==> src/rtl/isa_ibus_pkg.sv <==
// Package: fixed address constants shared by the decoder and its checker.
// Assumes an I/O space that is fully decoded to 16 bits.
package isa_ibus_pkg;
    // Low address pattern that every controller or clock-chip access must carry
    localparam int CTL_LOW_MATCH = 'h2E1;
    // First re-arm port; the port of IRQ n is this value plus n
    localparam int REARM_BASE    = 'h2F0;
endpackage

==> src/rtl/io_addr_decode.sv <==
// Module: io_addr_decode
// Combinational decode of the ISA I/O address into controller strobes, clock-chip
// select, bus output enable and the re-arm port hit. Field layout, LSB first:
// LOW_W fixed-match bits, RSEL_W register bits, BOARD_W board bits, one chip bit.
// Assumes strobes are active low and AEN high marks a DMA cycle.
module io_addr_decode
    import isa_ibus_pkg::*;
#(
    parameter int LOW_W   = 10,
    parameter int RSEL_W  = 3,
    parameter int BOARD_W = 2,
    parameter int IRQ_W   = 3,
    localparam int BOARD_LSB = LOW_W + RSEL_W,
    localparam int CHIP_BIT  = BOARD_LSB + BOARD_W,
    localparam int ADDR_W    = CHIP_BIT + 1
) (
    input  logic [ADDR_W-1:0]  addr,
    input  logic               aen,
    input  logic               ior_n,
    input  logic               iow_n,
    input  logic [BOARD_W-1:0] board_sel,
    input  logic [IRQ_W-1:0]   irq_sel,
    output logic               ctl_cs_n,
    output logic               ctl_rd_n,
    output logic               ctl_wr_n,
    output logic [RSEL_W-1:0]  reg_sel,
    output logic               clk_cs_n,
    output logic               data_oe,
    output logic               rearm_hit
);
    logic low_ok, board_ok, card_ok, ctl_hit, chip_hit, any_strobe;
    logic [ADDR_W-1:0] rearm_addr;

    // Field matches qualified by AEN so DMA cycles never reach the card
    always_comb begin
        low_ok   = (addr[LOW_W-1:0] == LOW_W'(CTL_LOW_MATCH));
        board_ok = (addr[BOARD_LSB +: BOARD_W] == board_sel);
        card_ok  = !aen && low_ok && board_ok;
        ctl_hit  = card_ok && !addr[CHIP_BIT];
        chip_hit = card_ok && addr[CHIP_BIT];
    end

    // Chip selects and controller strobes
    always_comb begin
        any_strobe = !ior_n || !iow_n;
        ctl_cs_n   = !(ctl_hit && any_strobe);
        ctl_rd_n   = !(ctl_hit && !ior_n);
        ctl_wr_n   = !(ctl_hit && !iow_n);
        clk_cs_n   = !(chip_hit && any_strobe);
        reg_sel    = addr[LOW_W +: RSEL_W];
        data_oe    = !ior_n && (ctl_hit || chip_hit);
    end

    // Re-arm port: a write to the single port that belongs to the selected IRQ
    always_comb begin
        rearm_addr = ADDR_W'(REARM_BASE) + ADDR_W'(irq_sel);
        rearm_hit  = !aen && !iow_n && (addr == rearm_addr);
    end
endmodule

==> src/rtl/irq_rearm_latch.sv <==
// Module: irq_rearm_latch
// Holds the interrupt-pending flag. A rising edge of the controller interrupt
// sets it; the first clock of a re-arm write clears it. An edge seen while the
// flag is set is parked and re-sets the flag on the clock after the re-arm.
// Assumes ctl_int and rearm_hit are already synchronous to clk.
module irq_rearm_latch (
    input  logic clk,
    input  logic rst_n,
    input  logic ctl_int,
    input  logic rearm_hit,
    output logic pending
);
    logic int_q, rearm_q, held, int_rise, rearm_pulse;

    // Previous interrupt level for edge detection; tracks through reset on purpose
    always_ff @(posedge clk) int_q <= ctl_int;

    // Previous re-arm state so a long write strobe clears only once
    always_ff @(posedge clk) begin
        if (!rst_n) rearm_q <= 1'b0;
        else        rearm_q <= rearm_hit;
    end

    always_comb begin
        int_rise    = ctl_int && !int_q;
        rearm_pulse = rearm_hit && !rearm_q;
    end

    // Pending flag and parked edge update
    always_ff @(posedge clk) begin
        if (!rst_n) begin
            pending <= 1'b0;
            held    <= 1'b0;
        end else if (rearm_pulse) begin
            pending <= 1'b0;
            held    <= held || int_rise;
        end else if (int_rise) begin
            if (pending) held <= 1'b1;
            else begin
                pending <= 1'b1;
                held    <= 1'b0;
            end
        end else if (held && !pending) begin
            pending <= 1'b1;
            held    <= 1'b0;
        end
    end
endmodule

==> src/rtl/irq_line_drive.sv <==
// Module: irq_line_drive
// Steers the pending flag onto one of NUM_IRQ ISA lines chosen by irq_sel.
// Assumes irq_sel stays below NUM_IRQ; out-of-range values drive nothing.
module irq_line_drive #(
    parameter int NUM_IRQ = 8,
    localparam int IRQ_W  = $clog2(NUM_IRQ)
) (
    input  logic               pending,
    input  logic               irq_en,
    input  logic [IRQ_W-1:0]   irq_sel,
    output logic [NUM_IRQ-1:0] isa_irq
);
    for (genvar i = 0; i < NUM_IRQ; i++) begin : g_line
        // One line per IRQ number, active only when selected and enabled
        assign isa_irq[i] = pending && irq_en && (irq_sel == IRQ_W'(i));
    end
endmodule

==> src/rtl/isa_ibus_decode.sv <==
// Module: isa_ibus_decode (top)
// Bus glue for an ISA instrument-bus card: address decode for an eight-register
// controller and a clock chip, and a shared IRQ held until a re-arm port write.
// Assumes a single system clock to which ctl_int and the ISA strobes are synchronous.
module isa_ibus_decode #(
    parameter int LOW_W   = 10,
    parameter int RSEL_W  = 3,
    parameter int BOARD_W = 2,
    parameter int NUM_IRQ = 8,
    localparam int IRQ_W  = $clog2(NUM_IRQ),
    localparam int ADDR_W = LOW_W + RSEL_W + BOARD_W + 1
) (
    input  logic               clk,
    input  logic               rst_n,
    input  logic [ADDR_W-1:0]  addr,
    input  logic               aen,
    input  logic               ior_n,
    input  logic               iow_n,
    input  logic [BOARD_W-1:0] board_sel,
    input  logic [IRQ_W-1:0]   irq_sel,
    input  logic               irq_en,
    input  logic               ctl_int,
    output logic               ctl_cs_n,
    output logic               ctl_rd_n,
    output logic               ctl_wr_n,
    output logic [RSEL_W-1:0]  reg_sel,
    output logic               clk_cs_n,
    output logic               data_oe,
    output logic [NUM_IRQ-1:0] isa_irq
);
    logic rearm_hit, pending;

    io_addr_decode #(
        .LOW_W(LOW_W), .RSEL_W(RSEL_W), .BOARD_W(BOARD_W), .IRQ_W(IRQ_W)
    ) u_decode (
        .addr(addr), .aen(aen), .ior_n(ior_n), .iow_n(iow_n),
        .board_sel(board_sel), .irq_sel(irq_sel),
        .ctl_cs_n(ctl_cs_n), .ctl_rd_n(ctl_rd_n), .ctl_wr_n(ctl_wr_n),
        .reg_sel(reg_sel), .clk_cs_n(clk_cs_n), .data_oe(data_oe),
        .rearm_hit(rearm_hit)
    );

    irq_rearm_latch u_latch (
        .clk(clk), .rst_n(rst_n), .ctl_int(ctl_int),
        .rearm_hit(rearm_hit), .pending(pending)
    );

    irq_line_drive #(.NUM_IRQ(NUM_IRQ)) u_drive (
        .pending(pending), .irq_en(irq_en), .irq_sel(irq_sel), .isa_irq(isa_irq)
    );
endmodule

==> config.mk <==
export PLATFORM = sky130hd
export DESIGN_NAME = isa_ibus_decode
export DESIGN_NICKNAME = d
export VERILOG_FILES = /design/src/rtl/isa_ibus_pkg.sv /design/src/rtl/io_addr_decode.sv /design/src/rtl/irq_rearm_latch.sv /design/src/rtl/irq_line_drive.sv /design/src/rtl/isa_ibus_decode.sv
export SDC_FILE = /design/constraint.sdc
export NUM_CORES = 1
export LEC_CHECK = 0
export BUFFER_PORTS_ARGS = -buffer_cell sky130_fd_sc_hd__buf_2
export CORE_MARGIN = 3
export CORE_UTILIZATION = 32
export CTS_BUF_LIST = sky130_fd_sc_hd__clkbuf_4 sky130_fd_sc_hd__clkbuf_8
export DETAILED_ROUTE_END_ITERATION = 6
export PLACE_DENSITY = 0.76
export SLEW_MARGIN = 40
export SYNTH_ARGS = -nofsm -noshare
export SYNTH_HDL_FRONTEND = slang
export SYNTH_HIERARCHICAL = 1
export SYNTH_SLANG_ARGS = --single-unit
==> constraint.sdc <==
create_clock -name clk -period 1.1 [get_ports clk]
set_input_delay 0.055 -clock clk [delete_from_list [all_inputs] [get_ports clk]]
set_output_delay 0.055 -clock clk [all_outputs]
set_load 0.03 [all_outputs]
### After elaboration in Yosys (flattened, before gate mapping)

Cells that the tools add are included.

* bitwise logic cells: 1
* mux-type cells: 6
* $add $sub $neg: 1
* reduce and logical (&&, ||, !) cells: 41
* equal/unequal tests: 10

Operators with widths (count)
* $logic_and A1 B1 Y1: 23
* $eq A16 B16 Y1: 1
* $eq A3 B3 Y1 const B: 4
* $add A10 B3 Y11 const A: 1
* $logic_not A1 Y1: 11
* $eq A10 B10 Y1 const B: 1
* $eq A3 B2 Y1 const B: 2
* $mux W1: 6
* $eq A3 B1 Y1 const B: 1
* $logic_not A3 Y1: 1
* $logic_or A1 B1 Y1: 3
* $reduce_bool A3 Y1: 1
* $eq A2 B2 Y1: 1
* $reduce_bool A2 Y1: 1
* $reduce_or A2 Y1: 1
* $not A1 Y1: 1

* bits of input ports: 28
* output and inout bits: 16
* register bits: 4

### Logic depth before layout (Yosys ltp)

* depth in word-level cells: 6
* mapped depth: 5
* depth with buffers taken out: 5

### Modules after synthesis

Netlist, hierarchy kept.

By module, submodules not included
* io_addr_decode: times used 1, cells each 26, area an instance 211.5 sq um
* irq_rearm_latch: times used 1, cells each 10, area an instance 133.9 sq um
* irq_line_drive: times used 1, cells each 13, area an instance 88.8 sq um

### Worst setup path after synthesis

Ideal clock, no wire load.

* path type: input-to-reg
* start point: input port addr[13]
* end point: register u_latch.held
* setup slack: 0.021 ns
* required time: 1.042 ns
* buffers on the path: 0
* setup time: 0.058 ns
* stages on the path: 5
* arrival: 1.020 ns
* cells stage by stage: nor4b_1 nand2_1 nor4_2 nor2b_1 o221a_2

* cells in the longest elaborated chain, start to end: 4

Ends and longest elaborated chain
* start, declared: RTL line isa_ibus_decode.sv:15 `input logic [ADDR_W-1:0] addr,`
* $eq A16 B16 Y1 (*): RTL line io_addr_decode.sv:57 `rearm_hit = !aen && !iow_n && (addr == rearm_addr);`
* $logic_and A1 B1 Y1 (*): RTL line io_addr_decode.sv:57
* via rearm_hit: RTL line isa_ibus_decode.sv:31 `logic rearm_hit, pending;`
* $logic_and A1 B1 Y1 (*): RTL line irq_rearm_latch.sv:26 `rearm_pulse = rearm_hit && !rearm_q;`
* $reduce_bool A3 Y1 (no source line) or $mux W1 (tied branches)
* end signal, assigned: RTL line irq_rearm_latch.sv:36 `held <= held || int_rise;`
* end, declared: RTL line irq_rearm_latch.sv:13 `logic int_q, rearm_q, held, int_rise, rearm_pulse;`

Mark *: on every way through the listed nets, which the timed path passes. The rest lies on a longest branch.
A chain may end at the register's enable or synchronous reset.

### Worst setup path in the final report

* start point: input port addr[3]
* end point: output port data_oe

* cells in the longest elaborated chain, start to end: 6

Ends and longest elaborated chain
* $eq A10 B10 Y1 (*): RTL line io_addr_decode.sv:36 `low_ok = (addr[LOW_W-1:0] == LOW_W'(CTL_LOW_MATCH));`
* $logic_and A1 B1 Y1 (*) (2 in series): RTL line io_addr_decode.sv:38 `card_ok = !aen && low_ok && board_ok;`
* $logic_and A1 B1 Y1 (on tied branches): RTL line io_addr_decode.sv:39, io_addr_decode.sv:40
* $logic_or A1 B1 Y1 (*): RTL line io_addr_decode.sv:51 `data_oe = !ior_n && (ctl_hit || chip_hit);`
* $logic_and A1 B1 Y1 (*): RTL line io_addr_decode.sv:51
* end, declared: RTL line isa_ibus_decode.sv:28 `output logic data_oe,`

Every way passes the cells marked *; elsewhere a longest branch is shown, timed or not.

==> flow_metrics.tcl <==
set metrics [dict create \
    status "finished, final reports clean" \
    yosys_warnings 6 \
    clock-sinks 4 \
    grt_pass1_vias 540 \
    first_iter_violations 9 \
    grt_pass1_wl_mm 2.28 \
    route.detailed.drc 0 \
    end_kind "primary output" \
    via_per_inst 4.88 \
    synth_top_area_cell "dfxtp_1" \
    gp_congestion 0.789 \
    worstMarginPinSlew_ps 259 \
    syn_avg_cell_area_sq_um 8.86 \
    maxCapViolCount 0 \
    crit_top_cell "buf_6" \
    regArea_sq_um 83.8 \
    drive_above_1_share_pct 69.3 \
    hold_end "u_latch/rearm_q" \
    netlist_area_sq_um 434 \
    die_h_um 42.8 \
    p_leak_nw 0.402 \
    cp.arrival_ps 1040 \
    holdPathStages 2 \
    finalSetupTns_ps 0 \
    num_vias 561 \
    synth.most_common_cell "nor2_1" \
    final_hold_viol_count 0 \
    grt_max_degree 7 \
    async_flop_share_pct 0 \
    finalMaxSlewViolations 0 \
    chipWidth_um 42.8 \
    synth_edf_count 0 \
    rsz0062_at_grt "yes" \
    setup_viol 0 \
    n_antenna_cell 0 \
    dieArea_sq_um 1830 \
    start_kind "primary input" \
    start_util_pct 36.6 \
    core_area_sq_um 1190 \
    finalCriticalPeriod_ps 1100 \
    cts_post_setup_buffers_inserted 0 \
    hold_start "rst_n" \
    finalClockSkew_ps 0.459 \
    crit_fanout 5 \
    synthTopCellsByArea "dfxtp_1, xnor2_1, nor2_1, nand2b_1, nor4_2" \
    grt_overflow 0 \
    fill_cells 104 \
    reg2regPathDepth 1 \
    max_slew_margin_pct 82.6 \
    wirelength_mm 1.44 \
    nets 131 \
    clk_pin_slew_worst_paths_ps 40 \
    post-route-period-util_pct 99.6 \
    cp.required_ps 1040 \
    htreeDepth 1 \
    cts-root-buf "clkbuf_4" \
    path_cells "buf_6, nor4b_4, and3_4, and3b_1, buf_6" \
    max_freq_mhz 913 \
    worst_skew_pair.late_latency_ps 230 \
    core.rowCount 12 \
    cp_slowest_stage_delay_ps 310 \
    synth_common_cells "nor2_1, dfxtp_1, nand2b_1, xnor2_1" \
    setup_ws_ps 4.17 \
    crit_family "simple AND/OR/NAND/NOR gates" \
    r2r-end "u_latch/pending" \
    synth_cell_type_count 24 \
    cts_tree "done" \
    synth_top_area_share_pct 18.4 \
    r2r_slack_ps 300 \
    place.port_buffers 43 \
    multi_input_area_sq_um 375 \
    crit_slowest_cell "nor4b_4" \
    synth_cells 49 \
    synth_seq_cells 4 \
    synth.yosys.seq_area_share_pct 18.4 \
    pin_count 44 \
    place_ws_ps -246 \
    grt_usage_pct 16.0 \
    drtPass1Iterations 4 \
    ant_nets 0 \
    crit_type "in2out" \
    regToRegStartpoint "u_latch/pending" \
    ir_drop_v 0.000310 \
    min_path_type "in2reg" \
    cts_made_buffers 3 \
    antenna_found_initial 0 \
    clockBufferDepth 2 \
    power_density_nw_per_um2 651 \
    areaGrowthSynthToFinish_pct 91.1 \
    ys.flop_type "dfxtp_1" \
    synthesis.nets 77 \
    cp_num_buf_inv 2 \
    wl_per_cell_um 12.5 \
]
## flip-flops by register name, summed over array words and instances (netlist names)
register / cells
u_latch/held: 1
u_latch/int_q: 1
u_latch/pending: 1
u_latch/rearm_q: 1
## kinds of logic (layout without fill, tap and decap cells)
family	Yosys count	count (layout)	synth area share, %
simple gates	35	35	61.4
flops	4	4	18.4
compound gates	2	2	4.90
xor+xnor	5	5	10.1
buf+inv	3	55	5.19
## worst max-delay path by stage
stage / start / slack (ps) / to / cells after the start
floorplan: addr[13] / 20 / u_latch/held / 5
global placement: addr[15] / -180 / u_latch/held / 6
detailed placement: addr[8] / -250 / u_latch/held / 6
CTS: addr[3] / -7 / data_oe / 5
global route: u_latch/pending / -40 / isa_irq[1] / 3
finish: addr[3] / 4 / data_oe / 5
## metal layers
layer | track usage (%) | vias up | part of all wire (%)
li1 | - | 282 | -
met1 | 17.5 | 250 | 37
met2 | 29.9 | 25 | 53
met3 | 0.847 | 4 | 6.7
met4 | 8.70 | 0 | 2.8
met5 | 0 | - | 0
## what timing repair did
item,in CTS,in global routing
endpoints found under the setup margin,10,13
gates resized for setup,12,16
pin swaps,2,2
cloned,0,0
endpoints found under the hold margin,1,0
hold buffers,1,0
## cell usage in the layout, fill, tap and decap left out
master | Yosys | routed
nand2b_1 | 4 | 3
nor4b_1 | 1 | 1
xnor2_1 | 4 | 4
nor2_2 | 0 | 2
nand3_4 | 0 | 1
nor4b_4 | 1 | 1
dfxtp_4 | 0 | 1
nand3b_4 | 1 | 1
nor4_4 | 0 | 2
nand2_1 | 3 | 3
buf_6 | 0 | 4
nor2b_4 | 1 | 1
clkbuf_4 | 0 | 3
nor2_1 | 8 | 6
and2_1 | 1 | 1
o221a_2 | 1 | 1
dlygate4sd3_1 | 0 | 1
buf_4 | 3 | 16
nor4_2 | 2 | 1
nand4_1 | 1 | 1
nand3_2 | 2 | 1
and3b_1 | 1 | 1
nand3_1 | 3 | 3
dfxtp_1 | 4 | 3
xor2_1 | 1 | 1
nor3_2 | 2 | 2
nor2b_1 | 1 | 1
buf_2 | 0 | 31
nand2b_4 | 0 | 1
o311a_1 | 1 | 1
and3_4 | 1 | 1
nand4b_1 | 1 | 1
## power by group
part / internal [mW] / total (mW) / switching [mW]
Sequential: 0.151 / 0.159 / 0.00759
Clock: 0.122 / 0.185 / 0.0629
Combinational: 0.101 / 0.196 / 0.0949
Total: 0.375 / 0.540 / 0.165
## through the flow
stage	total power, mW	hold slack (ps)	std cells	cell area, sq um	util, %
floorplan	0.236	82.7	49	434	-
global placement	0.328	173	111	704	59.4
detailed placement	0.334	177	111	704	59.4
CTS	0.538	55.8	115	772	65.1
global route	0.581	63.0	115	830	69.9
finish	0.540	70.0	115	830	69.9
## layout make-up
cell class,count,share of cell area (%)
clock buffer,3,2.71
multi-input combinational,42,45.2
sequential,4,10.1
tap,14,2.11
timing repair buffer,52,39.8
Note: power is estimated with default switching activity, not from simulation.
